File: src/rtl/bcs_pkg.sv
package bcs_pkg;
  typedef enum logic [1:0] {
    K_FETCH = 2'b00,
    K_MRD   = 2'b01,
    K_MWR   = 2'b10,
    K_IO    = 2'b11
  } kind_e;

  typedef enum logic [2:0] {
    S_IDLE,
    S_T1,
    S_T2,
    S_TWA,
    S_TW,
    S_T3,
    S_T4,
    S_GRANT
  } tstate_e;
endpackage

File: src/rtl/bcs_refresh.sv
module bcs_refresh #(
  parameter int DATA_W = 8,
  parameter int RCNT_W = 7,
  parameter int PAGE_W = 8
) (
  input  logic              clk,
  input  logic              rst_n,
  input  logic              inc,
  input  logic              ld_rfsh,
  input  logic              ld_page,
  input  logic [DATA_W-1:0] ld_value,
  output logic [DATA_W-1:0] rfsh_q,
  output logic [PAGE_W-1:0] page_q
);
  localparam int TOP_W = DATA_W - RCNT_W;

  logic [RCNT_W-1:0] cnt_nxt;
  assign cnt_nxt = rfsh_q[RCNT_W-1:0] + RCNT_W'(1);

  always_ff @(posedge clk or negedge rst_n) begin
    if (!rst_n) begin
      rfsh_q <= '0;
    end else if (ld_rfsh) begin
      rfsh_q <= ld_value;
    end else if (inc) begin
      rfsh_q <= {rfsh_q[DATA_W-1:RCNT_W], cnt_nxt};
    end
  end

  always_ff @(posedge clk or negedge rst_n) begin
    if (!rst_n) begin
      page_q <= '0;
    end else if (ld_page) begin
      page_q <= PAGE_W'(ld_value);
    end
  end

  AST_RFSH_TOP_KEPT: assert property (@(posedge clk) disable iff (!rst_n)
    (inc && !ld_rfsh) |=> (rfsh_q[DATA_W-1:RCNT_W] == $past(rfsh_q[DATA_W-1:RCNT_W])));

  AST_RFSH_LOAD_WINS: assert property (@(posedge clk) disable iff (!rst_n)
    ld_rfsh |=> (rfsh_q == $past(ld_value)));

  logic [TOP_W-1:0] top_unused_chk;
  assign top_unused_chk = rfsh_q[DATA_W-1:RCNT_W];
endmodule

File: src/rtl/bcs_fsm.sv
module bcs_fsm
  import bcs_pkg::*;
#(
  parameter int ADDR_W   = 16,
  parameter int DATA_W   = 8,
  parameter int IO_WAITS = 1
) (
  input  logic              clk,
  input  logic              rst_n,
  input  logic              req_valid,
  input  kind_e             req_kind,
  input  logic              req_io_wr,
  input  logic [ADDR_W-1:0] req_addr,
  input  logic [DATA_W-1:0] req_wdata,
  input  logic              wait_n,
  input  logic              busreq_n,
  input  logic [DATA_W-1:0] data_i,
  output logic              req_ready,
  output tstate_e           state,
  output kind_e             kind,
  output logic              io_wr,
  output logic [ADDR_W-1:0] cur_addr,
  output logic [DATA_W-1:0] cur_wdata,
  output logic [DATA_W-1:0] rd_data,
  output logic              cyc_done,
  output logic              rfsh_inc,
  output logic              live
);
  localparam int WCNT_W = (IO_WAITS > 1) ? $clog2(IO_WAITS) : 1;

  tstate_e           nxt;
  logic [WCNT_W-1:0] wcnt;
  logic              last, accept, is_read;

  assign last      = (state == S_T4) || (state == S_T3 && kind != K_FETCH);
  assign req_ready = live && busreq_n && (state == S_IDLE || last);
  assign accept    = req_valid && req_ready;
  assign cyc_done  = last;
  assign rfsh_inc  = (state == S_T4);
  assign is_read   = (kind == K_FETCH) || (kind == K_MRD) || (kind == K_IO && !io_wr);

  always_comb begin
    nxt = state;
    if (state == S_IDLE || last) begin
      if (!busreq_n)   nxt = S_GRANT;
      else if (accept) nxt = S_T1;
      else             nxt = S_IDLE;
    end else begin
      case (state)
        S_T1:    nxt = S_T2;
        S_T2:    nxt = (kind == K_IO) ? S_TWA : (wait_n ? S_T3 : S_TW);
        S_TWA:   nxt = (wcnt != '0) ? S_TWA : (wait_n ? S_T3 : S_TW);
        S_TW:    nxt = wait_n ? S_T3 : S_TW;
        S_T3:    nxt = S_T4;
        S_GRANT: nxt = busreq_n ? S_IDLE : S_GRANT;
        default: nxt = S_IDLE;
      endcase
    end
  end

  always_ff @(posedge clk or negedge rst_n) begin
    if (!rst_n) begin
      state     <= S_IDLE;
      kind      <= K_FETCH;
      io_wr     <= 1'b0;
      cur_addr  <= '0;
      cur_wdata <= '0;
      rd_data   <= '0;
      wcnt      <= '0;
      live      <= 1'b0;
    end else begin
      live  <= 1'b1;
      state <= nxt;
      if (accept) begin
        kind      <= req_kind;
        io_wr     <= req_io_wr;
        cur_addr  <= req_addr;
        cur_wdata <= req_wdata;
      end
      if (state == S_T2 && kind == K_IO) begin
        wcnt <= WCNT_W'(IO_WAITS - 1);
      end else if (state == S_TWA && wcnt != '0) begin
        wcnt <= wcnt - WCNT_W'(1);
      end
      if (nxt == S_T3 && is_read) begin
        rd_data <= data_i;
      end
    end
  end

  AST_ACCEPT_NEEDS_VALID: assert property (@(posedge clk) disable iff (!rst_n)
    (state == S_T1) |-> $past(req_valid));

  AST_IO_AUTO_WAIT: assert property (@(posedge clk) disable iff (!rst_n)
    (state == S_T2 && kind == K_IO) |=> (state == S_TWA));

  AST_WAIT_STRETCH: assert property (@(posedge clk) disable iff (!rst_n)
    (state == S_TW && !wait_n) |=> (state == S_TW));

  AST_GRANT_HOLD: assert property (@(posedge clk) disable iff (!rst_n)
    (state == S_GRANT && !busreq_n) |=> (state == S_GRANT));
endmodule

File: src/rtl/bcs_pins.sv
module bcs_pins
  import bcs_pkg::*;
#(
  parameter int ADDR_W = 16,
  parameter int DATA_W = 8,
  parameter int PAGE_W = 8
) (
  input  tstate_e           state,
  input  kind_e             kind,
  input  logic              io_wr,
  input  logic              live,
  input  logic [ADDR_W-1:0] cur_addr,
  input  logic [DATA_W-1:0] cur_wdata,
  input  logic [DATA_W-1:0] rfsh_q,
  input  logic [PAGE_W-1:0] page_q,
  output logic [ADDR_W-1:0] addr_o,
  output logic              addr_oe,
  output logic [DATA_W-1:0] data_o,
  output logic              data_oe,
  output logic              ctrl_oe,
  output logic              mreq_n,
  output logic              iorq_n,
  output logic              rd_n,
  output logic              wr_n,
  output logic              m1_n,
  output logic              rfsh_n,
  output logic              busack_n
);
  logic in_cyc, early, mid, bus_live, rfsh_slot;
  logic is_fetch, is_io, io_rd, io_w;

  assign in_cyc    = state inside {S_T1, S_T2, S_TWA, S_TW, S_T3, S_T4};
  assign early     = state inside {S_T1, S_T2, S_TW};
  assign mid       = state inside {S_T2, S_TWA, S_TW};
  assign bus_live  = live && (state != S_GRANT);
  assign is_fetch  = (kind == K_FETCH);
  assign is_io     = (kind == K_IO);
  assign io_rd     = is_io && !io_wr;
  assign io_w      = is_io && io_wr;
  assign rfsh_slot = is_fetch && (state inside {S_T3, S_T4});

  assign addr_o   = rfsh_slot ? {page_q, rfsh_q} : cur_addr;
  assign addr_oe  = bus_live;
  assign ctrl_oe  = bus_live;
  assign data_o   = cur_wdata;
  assign data_oe  = bus_live && in_cyc && ((kind == K_MWR) || io_w);

  assign mreq_n   = !(in_cyc && !is_io);
  assign iorq_n   = !(is_io && (mid || state == S_T3));
  assign rd_n     = !((is_fetch && early) ||
                      (kind == K_MRD && (early || state == S_T3)) ||
                      (io_rd && (mid || state == S_T3)));
  assign wr_n     = !((kind == K_MWR && (state inside {S_T2, S_TW})) || (io_w && mid));
  assign m1_n     = !(is_fetch && early);
  assign rfsh_n   = !rfsh_slot;
  assign busack_n = (state != S_GRANT);
endmodule

File: src/rtl/bus_cycle_seq.sv
module bus_cycle_seq
  import bcs_pkg::*;
#(
  parameter int ADDR_W   = 16,
  parameter int DATA_W   = 8,
  parameter int RCNT_W   = 7,
  parameter int IO_WAITS = 1
) (
  input  logic              clk,
  input  logic              rst_n,
  input  logic              req_valid,
  output logic              req_ready,
  input  logic [1:0]        req_kind,
  input  logic              req_io_wr,
  input  logic [ADDR_W-1:0] req_addr,
  input  logic [DATA_W-1:0] req_wdata,
  input  logic              ld_rfsh,
  input  logic              ld_page,
  input  logic [DATA_W-1:0] ld_value,
  input  logic              wait_n,
  input  logic              busreq_n,
  input  logic [DATA_W-1:0] data_i,
  output logic [ADDR_W-1:0] addr_o,
  output logic              addr_oe,
  output logic [DATA_W-1:0] data_o,
  output logic              data_oe,
  output logic              ctrl_oe,
  output logic              mreq_n,
  output logic              iorq_n,
  output logic              rd_n,
  output logic              wr_n,
  output logic              m1_n,
  output logic              rfsh_n,
  output logic              busack_n,
  output logic [DATA_W-1:0] rd_data,
  output logic              cyc_done
);
  localparam int PAGE_W = ADDR_W - DATA_W;

  tstate_e           state;
  kind_e             kind;
  logic              io_wr, live, rfsh_inc;
  logic [ADDR_W-1:0] cur_addr;
  logic [DATA_W-1:0] cur_wdata, rfsh_q;
  logic [PAGE_W-1:0] page_q;

  bcs_fsm #(.ADDR_W(ADDR_W), .DATA_W(DATA_W), .IO_WAITS(IO_WAITS)) u_fsm (
    .clk(clk), .rst_n(rst_n), .req_valid(req_valid), .req_kind(kind_e'(req_kind)),
    .req_io_wr(req_io_wr), .req_addr(req_addr), .req_wdata(req_wdata),
    .wait_n(wait_n), .busreq_n(busreq_n), .data_i(data_i), .req_ready(req_ready),
    .state(state), .kind(kind), .io_wr(io_wr), .cur_addr(cur_addr),
    .cur_wdata(cur_wdata), .rd_data(rd_data), .cyc_done(cyc_done),
    .rfsh_inc(rfsh_inc), .live(live)
  );

  bcs_refresh #(.DATA_W(DATA_W), .RCNT_W(RCNT_W), .PAGE_W(PAGE_W)) u_rfsh (
    .clk(clk), .rst_n(rst_n), .inc(rfsh_inc), .ld_rfsh(ld_rfsh), .ld_page(ld_page),
    .ld_value(ld_value), .rfsh_q(rfsh_q), .page_q(page_q)
  );

  bcs_pins #(.ADDR_W(ADDR_W), .DATA_W(DATA_W), .PAGE_W(PAGE_W)) u_pins (
    .state(state), .kind(kind), .io_wr(io_wr), .live(live), .cur_addr(cur_addr),
    .cur_wdata(cur_wdata), .rfsh_q(rfsh_q), .page_q(page_q), .addr_o(addr_o),
    .addr_oe(addr_oe), .data_o(data_o), .data_oe(data_oe), .ctrl_oe(ctrl_oe),
    .mreq_n(mreq_n), .iorq_n(iorq_n), .rd_n(rd_n), .wr_n(wr_n), .m1_n(m1_n),
    .rfsh_n(rfsh_n), .busack_n(busack_n)
  );

  AST_WR_ADDR_HOLD: assert property (@(posedge clk) disable iff (!rst_n)
    !wr_n |=> ($stable(addr_o) && $stable(data_o)));

  AST_FLOAT_IN_GRANT: assert property (@(posedge clk) disable iff (!rst_n)
    !busack_n |-> (!addr_oe && !ctrl_oe && !data_oe));

  AST_ONE_SPACE: assert property (@(posedge clk) disable iff (!rst_n)
    $onehot0({~mreq_n, ~iorq_n}));

  AST_DOE_NOT_READ: assert property (@(posedge clk) disable iff (!rst_n)
    data_oe |-> (rd_n && busack_n));

  always_comb begin
    if (!rst_n) begin
      AST_RESET_FLOAT: assert (!addr_oe && !ctrl_oe && !data_oe && busack_n);
    end
  end
endmodule

File: config.mk
export PLATFORM = sky130hd
export DESIGN_NAME = bus_cycle_seq
export DESIGN_NICKNAME = d
export VERILOG_FILES = /design/src/rtl/bcs_pkg.sv /design/src/rtl/bcs_refresh.sv /design/src/rtl/bcs_fsm.sv /design/src/rtl/bcs_pins.sv /design/src/rtl/bus_cycle_seq.sv
export SDC_FILE = /design/constraint.sdc
export NUM_CORES = 1
export LEC_CHECK = 0
export BUFFER_PORTS_ARGS = -buffer_cell sky130_fd_sc_hd__buf_2
export CAP_MARGIN = 20
export CORE_MARGIN = 2
export CORE_UTILIZATION = 42
export CTS_BUF_LIST = sky130_fd_sc_hd__clkbuf_16
export CTS_CLUSTER_DIAMETER = 100
export CTS_CLUSTER_SIZE = 40
export DETAILED_ROUTE_END_ITERATION = 8
export PLACE_DENSITY = 0.75
export SETUP_SLACK_MARGIN = 0.15
export SLEW_MARGIN = 20
export SYNTH_ARGS = -nofsm -noshare
export SYNTH_HDL_FRONTEND = slang
export SYNTH_HIERARCHICAL = 1
export SYNTH_SLANG_ARGS = --single-unit
export TNS_END_PERCENT = 50
File: constraint.sdc
create_clock -name clk -period 2.49 [get_ports clk]
set_input_delay 0.249 -clock clk [delete_from_list [all_inputs] [get_ports clk]]
set_output_delay 0.249 -clock clk [all_outputs]
set_load 0.02 [all_outputs]
==> metrics.md <==
| Metric | Value |
|---|---|
| Unrepaired setup endpoints after global routing | false |
| Sink Count | 56 |
| Die H | 87.83 µm |
| CTS tree | done |
| Status | complete, no violations |
| Max-cap violation count | 0 |
| Critical path type | reg2out |
| Dpl ws | 339.5 ps |
| Post-Layout Inst Area | 3633 µm² |
| Synth Register Bits | 56 |
| Die area | 7714 µm² |
| Worst hold slack | 180.8 ps |
| Final wirelength | 5966 µm |
| Mean Syn Cell Area | 12.61 µm² |
| Final GP Congestion | 0.8353 |
| DRC violations left | 0 |
| IO Pins | 94 |
| Area after DPL | 3436 µm² |
| Synth async-reset ratio | 1.000 |
| Nets | 374 |
| Yosys warnings | 6 |
| Num CTS Buffers | 5 |
| CTS root buf | clkbuf_16 |
| Skew final | 11.34 ps |
| Antenna Diode Count | 0 |
| Global route total overflow | 0 |
| Slew Viols, Final | 0 |
| Fmax | 0.4490 GHz |
| Cell Rows | 30 |
| FF-to-FF Start | u_fsm/state[0] |
| Total GRT Usage | 0.1608 |
| Netlist cell types | 49 |
| Most area-hungry cell type in the Yosys netlist | dfrtp_1 |
| Critical path required time | 2240 ps |
| Crit end category | output port |
| DRT iter0 DRCs | 98 |
| CTS max path bufs | 2 |
| CTS H-tree lvls | 2 |
| Worst skew pair latency | 290 ps |
| Largest net degree at the start of global routing | 31 |
| DRT antenna net count | 0 |
| Most common cell in the netlist | dfrtp_1 |
| Startpoint Class | flop |
| Internal | 2.975 mW |
| Area growth from synthesis to layout | 23.10% |
| Switch share | 0.3893 |
| Avg WL per Cell | 14.24 µm |
| Initial antenna violation count | 0 |
| Most instantiated cells after synthesis | dfrtp_1 (56), mux2_2 (51), nand2_1 (17) |
| Min-delay worst type | in2reg |
| R2r worst-path depth | 5 |
| Mapped Nets | 285 |
| Psw | 1.897 mW |
| Register share of total power | 0.309 |
| Number of synthesized flops with an enable pin | 0 |
| Fillers | 620 |
| Seq/Total Area, Yosys | 0.4748 |
| Vias per std cell | 4.957 |
| Arrival time at the worst endpoint | 1980 ps |
| Via count | 2077 |
| Final TNS setup | 0 ps |
| Vias in the first global route | 2048 |
| Final worst slack | 263.0 ps |
| Global-route wire length before repair | 9742 µm |
| Clock share of power | 0.180 |
| Core Footprint | 6794 µm² |
| Ranking of synthesized cells by area | dfrtp_1 (47%), mux2_2 (19%), mux2_4 (4.6%) |
| Worst hold path stage count | 3 |
| Final Hold Fails | 0 |
| Synth Flop Type | dfrtp_1 |
| Worst Setup SP | u_fsm/state[0] |
| Netlist Area Pre-Place | 2952 µm² |
| Initial DRT Pass Iterations | 4 |
| Setup-failing EPs final | 0 |
| Crit share post-route | 0.8944 |
| Yosys top cell area share | 0.4748 |
| Hold path start | ld_value[6] |
| Post CTS Setup Buffer Count | 0 |
| Layout cells sized above 1 | 0.5635 |
| I/O Buffers | 93 |
| Lkg Pwr | 1.715 nW |
| Crit Path Max Fanout | 17 |
| Power Density | 1341 nW/µm² |
| Die width | 87.83 µm |
| Minimum clock period | 2227 ps |
| Peak supply drop | 521.8 µV |
| Clock transition at path regs | 70 ps |
| Post-detail-place hpwl | 4522 µm |
| Initial Utilization | 0.4344 |
| Mapped Cells | 234 |
| Comb pwr share | 0.511 |
stage by stage:
step	utilization	power, mW	std cells
final	0.5348	4.871	419
after global routing	0.5348	5.183	419
after CTS	0.5346	4.911	419
after detailed placement	0.5057	4.023	411
after global placement	0.5057	3.955	411
after floorplan	-	3.467	234
power groups by stage:
stage | registers [mW] | clock network [mW] | logic [mW]
final | 1.51 | 0.876 | 2.49
after global routing | 1.56 | 0.937 | 2.69
after global placement | 1.50 | 0 | 2.46
after CTS | 1.50 | 0.895 | 2.51
after floorplan | 1.55 | 0 | 1.92
after detailed placement | 1.52 | 0 | 2.50
cell families (layout without fill, tap and decap cells):
kind of cell             Yosys count  count (layout)  share of synthesized area
multiplexers                      62              62                     0.2471
AND/OR/NAND/NOR                   55              55                     0.1204
AO/OA/AOI/OAI                     29              29                    0.06825
buffers and inverters             24             113                    0.05977
other                              1               1                   0.001271
adder cells (fa/ha/maj)            1               1                   0.004238
flip-flops                        56              56                     0.4748
XOR/XNOR                           6               6                    0.02416
worst paths after layout:
| path | end | slack, ps |
|---|---|---|
| worst max-delay path | addr_o[11] | 260 |
| worst min-delay path | u_rfsh/rfsh_q[6] | 180 |
| worst max register to register | u_fsm/rd_data[5] | 410 |
| worst min register to register | u_fsm/cur_wdata[3] | 500 |
| max in group asynchronous | u_fsm/cur_wdata[7] | 1650 |
| min in group asynchronous | u_fsm/cur_wdata[6] | 280 |
flip-flops by register name, indices dropped and copies added, names as in the netlist, 2 cells and up:
| register | count |
|---|---|
| u_fsm/kind | 2 |
| u_rfsh/page_q | 8 |
| u_fsm/rd_data | 8 |
| u_fsm/state | 3 |
| u_rfsh/rfsh_q | 8 |
| u_fsm/cur_wdata | 8 |
| u_fsm/cur_addr | 16 |
what timing repair did:
item	CTS	global route
endpoints found under the setup margin	1	16
hold endpoints to repair	26	0
hold buffers	1	0
gates resized for setup	1	1
layout by cell type, fill, tap and decap left out, types with 5 or more instances in the layout:
cell and instances:
a21oi_1 7, buf_2 93, buf_4 8, clkbuf_16 5, dfrtp_1 54, mux2_2 51, mux2_4 9, nand2_1 17
nand3_1 7, o21ai_0 7
layer usage:
layer  routed length [µm]  vias to the layer above  track usage  share of wire
li1                     -                     1005            -              -
met1                 2558                     1004       0.2031           0.43
met2                 2998                       56       0.2693           0.50
met3                  270                       12      0.03487          0.045
met4                  138                        0      0.06294          0.023
met5                    0                        -            0              0
worst max-delay path, cell delays in order, from the launching register on:
cell and delay (ps):
dfrtp_2 470, buf_4 220, xor2_4 180, nand3_4 270
mux2_4 380, buf_2 160
layout make-up:
cell class | instances | area (µm²) | share of cell area
timing repair buffer | 102 | 535.5 | 0.1474
clock inverter | 2 | 60.06 | 0.01653
multi-input combinational | 154 | 1374 | 0.3781
inverter | 4 | 15.01 | 0.004132
clock buffer | 5 | 125.1 | 0.03444
tap | 96 | 120.1 | 0.03306
sequential | 56 | 1404 | 0.3864
(Power assumes the default switching activity.)
